`config.mk`:
```
export PLATFORM = sky130hd
export DESIGN_NAME = frame_crc_seq
export DESIGN_NICKNAME = d
export VERILOG_FILES = /design/src/rtl/frame_crc_seq.sv
export SDC_FILE = /design/constraint.sdc
export NUM_CORES = 1
export LEC_CHECK = 0
export BUFFER_PORTS_ARGS = -buffer_cell sky130_fd_sc_hd__buf_2
export CORE_AREA = 5 5 42 44
export CTS_CLUSTER_SIZE = 8
export DETAILED_ROUTE_END_ITERATION = 12
export DIE_AREA = 0 0 47 49
export GPL_ROUTABILITY_DRIVEN = 0
export PLACE_DENSITY = 0.41
export SYNTH_ARGS = -nofsm -noshare
export SYNTH_HDL_FRONTEND = slang
export SYNTH_SLANG_ARGS = --single-unit
```
`constraint.sdc`:
```
create_clock -name clk -period 1.2 [get_ports clk]
set_clock_uncertainty 0.15 [all_clocks]
set_input_delay 0.12 -clock clk [delete_from_list [all_inputs] [get_ports clk]]
set_output_delay 0.12 -clock clk [all_outputs]
set_load 0.02 [all_outputs]
```
`src/rtl/frame_crc_seq.sv`:
```
module frame_crc_seq #(
   parameter int FRAME_WORDS = 4,
   parameter int NUM_FRAMES  = 3
) (
   input  logic clk,
   input  logic rst_n,
   input  logic advance,
   output logic first_word,
   output logic crc_beat,
   output logic last_frame
);

   localparam int WIDX_W = $clog2(FRAME_WORDS + 1);
   localparam int FIDX_W = $clog2(NUM_FRAMES + 1);
   localparam logic [WIDX_W-1:0] CRC_POS   = WIDX_W'(FRAME_WORDS);
   localparam logic [FIDX_W-1:0] LAST_FIDX = FIDX_W'(NUM_FRAMES - 1);

   if (FRAME_WORDS < 1) begin : g_bad_fw
      $error("frame_crc_seq: FRAME_WORDS must be at least 1");
   end
   if (NUM_FRAMES < 1) begin : g_bad_nf
      $error("frame_crc_seq: NUM_FRAMES must be at least 1");
   end

   logic [WIDX_W-1:0] word_idx;
   logic [FIDX_W-1:0] frame_idx;

   always_ff @(posedge clk or negedge rst_n) begin
      if (!rst_n) begin
         word_idx  <= '0;
         frame_idx <= '0;
      end else if (advance) begin
         if (word_idx == CRC_POS) begin
            word_idx <= '0;
            if (frame_idx != LAST_FIDX) frame_idx <= frame_idx + 1'b1;
         end else begin
            word_idx <= word_idx + 1'b1;
         end
      end
   end

   assign first_word = (word_idx == '0);
   assign crc_beat   = (word_idx == CRC_POS);
   assign last_frame = (frame_idx == LAST_FIDX);


   word_idx_range_chk: assert property (@(posedge clk) disable iff (!rst_n)
      word_idx <= CRC_POS);

   frame_idx_range_chk: assert property (@(posedge clk) disable iff (!rst_n)
      frame_idx <= LAST_FIDX);

   hold_when_idle_chk: assert property (@(posedge clk) disable iff (!rst_n)
      !advance |=> $stable(word_idx) && $stable(frame_idx));

endmodule

```
After elaboration in Yosys (flattened, before gate mapping)
Cells that the tools add are included.
Widths: inputs -> output; s select.

storage, ports and cells
  register bits after elaboration = 5
  input port bits = 3
  output and inout bits = 3
  logic and storage cells = 10

cells by class
  $add $sub $neg = 2
  eq/ne operators = 3
  multiplexer cells = 1
  reductions and logical operators = 2

operators by type and width
  cell                 count
  $add 3x1->3 const B  1
  $eq 3x3->1 const B   1
  $logic_not 3->1      1
  $mux 3               1
  $reduce_and 3->1     1
  $add 2x1->2 const B  1
  $eq 2x2->1 const B   1
  $ne 2x2->1 const B   1

Depth between registers and ports, before layout
Gate-level depths: netlist (run 1).

  depth in word-level cells = 2
  depth in mapped cells = 4
  mapped depth without buffers = 4

Worst setup path after synthesis (run 1)
OpenSTA, ideal clock, no wires.

  path kind = flip-flop to flip-flop
  start = register frame_idx[0]
  end = register frame_idx[0]
  setup time = 0.123 ns
  data arrival time = 1.036 ns
  required time = 0.927 ns
  path slack = -0.109 ns
  stages on the path, launching flop included = 5
  buffers on the path = 0
  period minus slack after synthesis = 1.309 ns
  path through = dfrtp_1 inv_1 ha_1 nand4b_2 xnor2_1

on the way
  cells in the longest elaborated chain, start to end = 2
  elaborated cells between the ends (all ways) = 3
  classes of those cells = 1 x add/sub; 1 x eq/ne; 1 x reduce/logical

ends and longest elaborated chain
  what                        line  source
  start: declaration          26    logic [FIDX_W-1:0] frame_idx;
  start signal: assignment    35    if (frame_idx != LAST_FIDX) frame_idx <= frame_idx + 1'b1;
  $ne 2x2->1                  35
  $reduce_and 3->1 (no line)  n/a

Several ways; a longest one is shown, not always the timed one.
A chain may end at the register's enable or synchronous reset.

Final worst setup path (run 1)
  start = register word_idx[1]
  end = output port crc_beat

on the way
  cells in the longest elaborated chain, start to end = 1

ends and longest elaborated chain
  what                      line  source
  start: declaration        25    logic [WIDX_W-1:0] word_idx;
  start signal: assignment  37    word_idx <= word_idx + 1'b1;
  $eq 3x3->1                43    assign crc_beat = (word_idx == CRC_POS);
  end: declaration          9     output logic crc_beat,

No other way between the ends.

==> results.tsv, run 1 <==
stage	metric	value	unit
timing	finalSetupViolCount	6	
timing	period_minus_slack	1.36	ns
clock_tree	path_clk_slew	0.04	ns
logic_synthesis	yosysMostFrequentCell	dfrtp_1	
layout	n_antenna_cell	0	
timing	maxSlewHeadroom	0.834	
outcome	violations	negative setup slack	
outcome	outcome	complete, but fails checks	
timing	drv_slew	0	
logic_synthesis	synth_nets	31	
floorplan	core_area	1400	sq um
drt	drtAntennaViolNets	0	
worst_setup_path	worst-setup-path-type	register to output pin	
layout	drive_gt1_frac	0.513	
worst_setup_path	arrival	1.09	ns
grt	antenna_found_initial	0	
clock_tree	clock-sinks	5	
logic_synthesis	synth_commonest_cells	dfrtp_1, inv_1, ha_1	
layout	multi_input_area	174	sq um
pwr	combinationalPowerShare	0.466	
pwr	power_frac_clock	0.226	
worst_setup_path	crit_fanout	3	
logic_synthesis	synth_top_area_share	0.463	
pwr	p_per_area	1950	nW/um^2
logic_synthesis	async_flop_share	1.00	
timing	tns	-0.388	ns
logic_synthesis	yosysWarnings	0	
drt	first_pass_iters	4	
layout	seqCellArea	125	sq um
logic_synthesis	avgSynthCellArea	10.8	sq um
timing	setup_ws	-0.156	ns
logic_synthesis	ys_ff_latch	5	
layout	syn_to_final_growth	64.4	%
placed_design	pre_cts_ws	-0.0849	ns
placed_design	hpwlAfterDp	366	um
logic_synthesis	synth_cell_types	13	
grt	grt-ovfl-total	0	
timing	rsz0062_at_grt	yes	
timing	tightestPinTransition	0.249	ns
clock_tree	cts_root_buffer	clkbuf_4	
clock_tree	htree_levels	1	
worst_hold_path	hp-class	input pin to register	
clock_tree	insertion_delay	0.24	ns
layout	nets	46	
grt	track_usage	0.0574	
drt	drc	0	
floorplan	fp-row-count	14	
floorplan	die_w	47	um
logic_synthesis	synth_top_cell_by_area	dfrtp_1	
pwr	p_sw	0.296	mW
timing	finalCritPeriodShare	1.13	
logic_synthesis	ys_top_cells_by_area	dfrtp_1, ha_1, inv_1	
pwr	peakVddDrop	0.000582	V
placed_design	placedCellCount	48	
timing	holdWs	0.0273	ns
timing	hold_violations	0	
floorplan	boundaryPins	6	
layout	n_fill_cell	163	
drt	vias_per_cell	3.95	
pwr	p_int	0.571	mW
logic_synthesis	synth_flop_cell	dfrtp_1	
logic_synthesis	synth-edff-count	0	
layout	final_cells	55	
timing	fmax	0.738	GHz
worst_setup_path	required	0.93	ns
drt	routed_wl	457	um
placed_design	io_buffers	5	
run	cap_viol_max_count	0	
worst_setup_path	start_kind	register	
worst_setup_path	cp-end-kind	output pin	
grt	grt_max_degree	8	
drt	drt-initial-drc-count	3	
drt	avgRoutedWirePerCell	8.31	um
pwr	swShare	0.341	
clock_tree	cts_tree	built	
logic_synthesis	ys_seq_area_frac	0.463	
floorplan	dieHeight	49	um
grt	first_global_vias	222	
drt	vias	217	
pwr	pwr-share-seq	0.308	
logic_synthesis	syn_area	270	sq um
clock_tree	clockBufferDepth	2	
grt	grt_pass1_wl	848	um
floorplan	dieArea	2300	sq um
worst_setup_path	rrSetupSlack	-0.05	ns
clock_tree	numCtsBuffers	3	
floorplan	start_util	0.193	
pwr	power.leakage	0.226	nW
logic_synthesis	netlist_instances	25	
power by group through the flow:
stage	clock [mW]	sequential [mW]	combinational, mW
after floorplan	0	0.258	0.189
after global placement	0	0.257	0.291
after detailed placement	0	0.259	0.298
after CTS	0.209	0.267	0.413
after global routing	0.224	0.275	0.456
final	0.196	0.267	0.404
state kept, by name (all words and copies together) (netlist names):
| register | flops |
|---|---|
| word_idx | 3 |
| frame_idx | 2 |
worst paths after layout:
path                                end  depth (start not counted)          from
max                            crc_beat                          4   word_idx[1]
min                         word_idx[1]                          2       advance
max reg2reg                 word_idx[2]                          5   word_idx[0]
min reg2reg                frame_idx[1]                          2  frame_idx[1]
max in group asynchronous   word_idx[2]                          2         rst_n
min in group asynchronous   word_idx[1]                          2         rst_n
routing by layer:
| layer | GRT usage | vias to the layer above | share of wire |
|---|---|---|---|
| met5 | 0 | - | 0 |
| met4 | 0.0691 | 0 | 0.063 |
| met3 | 0.0332 | 3 | 0.083 |
| met2 | 0.0679 | 7 | 0.46 |
| met1 | 0.0604 | 99 | 0.39 |
| li1 | - | 108 | - |
stage by stage:
| stage | utilization | area, sq um | power [mW] |
|---|---|---|---|
| 2_1_floorplan | - | 297 | 0.447 |
| 3_3_place_gp | 0.254 | 357 | 0.548 |
| 3_5_place_dp | 0.254 | 357 | 0.557 |
| 4_1_cts | 0.317 | 444 | 0.889 |
| 5_1_grt | 0.317 | 444 | 0.955 |
| 6_report | 0.317 | 444 | 0.867 |
layout by cell type (no fill, tap or decap):
cell type / instances
buf_6: 3
dlygate4sd3_1: 1
clkbuf_1: 1
clkbuf_4: 3
ha_1: 1
dfrtp_1: 5
o21ai_1: 2
inv_1: 1
nand2b_1: 2
inv_2: 3
buf_4: 4
nand2_1: 1
a22o_1: 1
nor2b_4: 1
o21ai_0: 1
nor2b_1: 1
mux2i_1: 1
ha_4: 2
xnor2_1: 1
nand4b_4: 1
buf_2: 2
and2_4: 1
area by class of cell:
class,count,share of cell area
Multi-Input combinational cell,16,0.392
Sequential cell,5,0.282
Timing Repair Buffer,10,0.189
Clock buffer,4,0.0592
Tap cell,16,0.0451
Inverter,4,0.0338
critical path: stages (launching register included):
cell	delay, ns
dfrtp_1	0.35
inv_2	0.05
ha_4	0.16
and2_4	0.15
buf_6	0.12
cells by family after synthesis:
kind of cell	Yosys count	share of synthesized area
AOI/OAI and AO/OA	4	0.0880
xor gates and xnor gates	1	0.0324
adders and majority gates	3	0.139
buffers and inverters	4	0.0555
DFF	5	0.463
muxes	1	0.0370
and+or+nand+nor	7	0.185
timing repair:
item / in CTS / in global routing
endpoints found under the hold margin: 5 / 0
endpoints found under the setup margin: 7 / 6
resized for setup: 12 / 0
hold buffers: 1 / 0
buffers inserted: 2 / 0
pin swaps: 2 / 2
(Power assumes the default switching activity.)
==> run 2: changes to the inputs <==
--- a/config.mk
+++ b/config.mk
@@ -11,7 +11,7 @@
 export DETAILED_ROUTE_END_ITERATION = 12
 export DIE_AREA = 0 0 47 49
 export GPL_ROUTABILITY_DRIVEN = 0
-export PLACE_DENSITY = 0.41
+export PLACE_DENSITY_LB_ADDON = 0.08
 export SYNTH_ARGS = -nofsm -noshare
 export SYNTH_HDL_FRONTEND = slang
 export SYNTH_SLANG_ARGS = --single-unit
==> constraint.sdc (replaced) <==
create_clock -name clk -period 1.61 [get_ports clk]
set_clock_uncertainty 0.15 [all_clocks]
set_input_delay 0.161 -clock clk [delete_from_list [all_inputs] [get_ports clk]]
set_output_delay 0.161 -clock clk [all_outputs]
set_load 0.02 [all_outputs]
==> run 2 against run 1 <==
Effect of this change:
- the flow now finishes without violations
- core utilization fell by 6.4 points
- final cell count fell by 7.3%
- critical path depth did not move
- via count fell by 7.8%
- setup slack improved by 0.23 ns
- count of clock-buffer cells in the layout did not move
- sequential cell count did not move
- sequential power fell by 29%
- first-iteration DRC count did not move
- global-route usage fell by 0.37 points
- power fell by 41%
- combinational power fell by 58%
- critical path type unchanged
==> results.tsv, run 2 (synthesis results as in run 1) <==
stage	metric	value	unit	change
drt	drtAntennaViolNets	0		unchanged
pwr	power.leakage	0.182	nW	-19%
run	cap_viol_max_count	0		unchanged
layout	drive_gt1_frac	0.286		-0.227
layout	most-common-layout-cells	dfrtp_1, buf_2, inv_1, clkbuf_4		
layout	final_cells	51		-7.3%
timing	hold_violations	0		unchanged
timing	drv_slew	0		unchanged
worst_setup_path	required	1.30	ns	+0.37 ns
worst_setup_path	cp-end-kind	output pin		
timing	period_minus_slack	1.53	ns	
grt	antenna_found_initial	0		unchanged
clock_tree	clockBufferDepth	2		unchanged
layout	nets	42		-8.7%
pwr	peakVddDrop	0.000367	V	-37%
clock_tree	insertion_delay	0.25	ns	about the same
floorplan	fp-row-count	14		unchanged
floorplan	die_w	47	um	unchanged
timing	rsz0062_at_grt	no		
clock_tree	numCtsBuffers	3		unchanged
drt	vias	200		-7.8%
floorplan	dieArea	2300	sq um	unchanged
floorplan	boundaryPins	6		unchanged
worst_setup_path	crit_fanout	4		+1
timing	finalCritPeriodShare	0.952		
drt	drc	0		unchanged
worst_setup_path	arrival	1.22	ns	+0.13 ns
outcome	outcome	finished clean		
grt	grt_pass1_wl	800	um	-5.7%
drt	vias_per_cell	3.92		-0.61%
layout	largestRegisters	word_idx x3, frame_idx x2		
layout	largest_reg_flops	3		unchanged
timing	tightestPinTransition	0.161	ns	-0.0878 ns
clock_tree	postCtsSetupBuffers	0		-2
grt	grt-ovfl-total	0		unchanged
drt	first_pass_iters	2		-2
placed_design	pre_cts_ws	0.297	ns	+0.382 ns
floorplan	dieHeight	49	um	unchanged
clock_tree	cts_tree	built		
placed_design	io_buffers	5		unchanged
placed_design	dpl_cell_area	315	sq um	-12%
layout	n_fill_cell	160		-1.8%
worst_setup_path	rrSetupSlack	0.35	ns	+0.40 ns
floorplan	start_util	0.193		unchanged
worst_setup_path	start_kind	register		
clock_tree	path_clk_slew	0.04	ns	about the same
timing	maxSlewHeadroom	0.893		+0.0586
drt	avgRoutedWirePerCell	9.78	um	+18%
timing	fmax	0.652	GHz	
layout	regMostFlops	word_idx		
clock_tree	cts_root_buffer	clkbuf_4		
layout	syn_to_final_growth	31.0	%	
worst_setup_path	worst-setup-path-type	register to output pin		
placed_design	placedCellCount	46		-4.2%
timing	tns	0	ns	+0.388 ns
layout	stdcell_area	354	sq um	-20%
timing	setup_ws	0.0774	ns	+0.233 ns
layout	n_antenna_cell	0		unchanged
grt	track_usage	0.0537		-0.00366
timing	finalSetupViolCount	0		-6
placed_design	hpwlAfterDp	394	um	+7.6%
drt	routed_wl	499	um	+9.2%
clock_tree	htree_levels	1		unchanged
worst_hold_path	hp-class	input pin to register		
pwr	p_per_area	1450	nW/um^2	-26%
drt	drt-initial-drc-count	3		unchanged
clock_tree	clock-sinks	5		unchanged
grt	grt_max_degree	8		unchanged
grt	first_global_vias	196		-12%
floorplan	core_area	1400	sq um	unchanged
run 2: area by class of cell:
type                            instances  area (sq um)  area share
Sequential cell                         5           125       0.353
Clock buffer                            4          26.3      0.0742
Multi-Input combinational cell         16           133       0.375
Inverter                                4          15.0      0.0424
Tap cell                               16          20.0      0.0565
Timing Repair Buffer                    6          35.0      0.0989
run 2: critical path, cell delays in order, from the launching register on:
cell and delay [ns]:
dfrtp_1 0.40, inv_1 0.07, ha_2 0.20, and2_1 0.15, buf_2 0.16
run 2: where the power goes:
part | internal (mW) | switching (mW)
sequential | 0.159 | 0.0305
clock | 0.0942 | 0.0593
combinational | 0.0777 | 0.0928
run 2: path summary, 6_finish.rpt:
| path | start | to | cells past startpoint |
|---|---|---|---|
| max | word_idx[0] | crc_beat | 4 |
| min | advance | word_idx[1] | 2 |
| max reg2reg | frame_idx[0] | frame_idx[0] | 4 |
| min reg2reg | frame_idx[0] | frame_idx[0] | 1 |
| max in group asynchronous | rst_n | word_idx[1] | 2 |
| min in group asynchronous | rst_n | frame_idx[0] | 2 |
run 2: metrics by stage:
| step | utilization | hold slack [ns] | power (mW) |
|---|---|---|---|
| 3_5_place_dp | 0.225 | -0.163 | 0.363 |
| 5_1_grt | 0.253 | 0.0721 | 0.560 |
| 3_3_place_gp | 0.225 | -0.165 | 0.359 |
| 6_report | 0.253 | 0.0433 | 0.514 |
| 4_1_cts | 0.251 | 0.0407 | 0.524 |
| 2_1_floorplan | - | -0.285 | 0.311 |
run 2: timing repair:
item	in CTS	in global routing
gates resized for setup	0	1
endpoints found under the setup margin	0	1
hold buffers	1	0
endpoints found under the hold margin	5	0
run 2: routing by layer:
layer | track usage | vias to the layer above | share of wire
met5 | 0 | - | 0
met4 | 0.0691 | 0 | 0.034
met3 | 0.0221 | 2 | 0.088
met2 | 0.0611 | 6 | 0.42
met1 | 0.0622 | 91 | 0.45
li1 | - | 101 | -
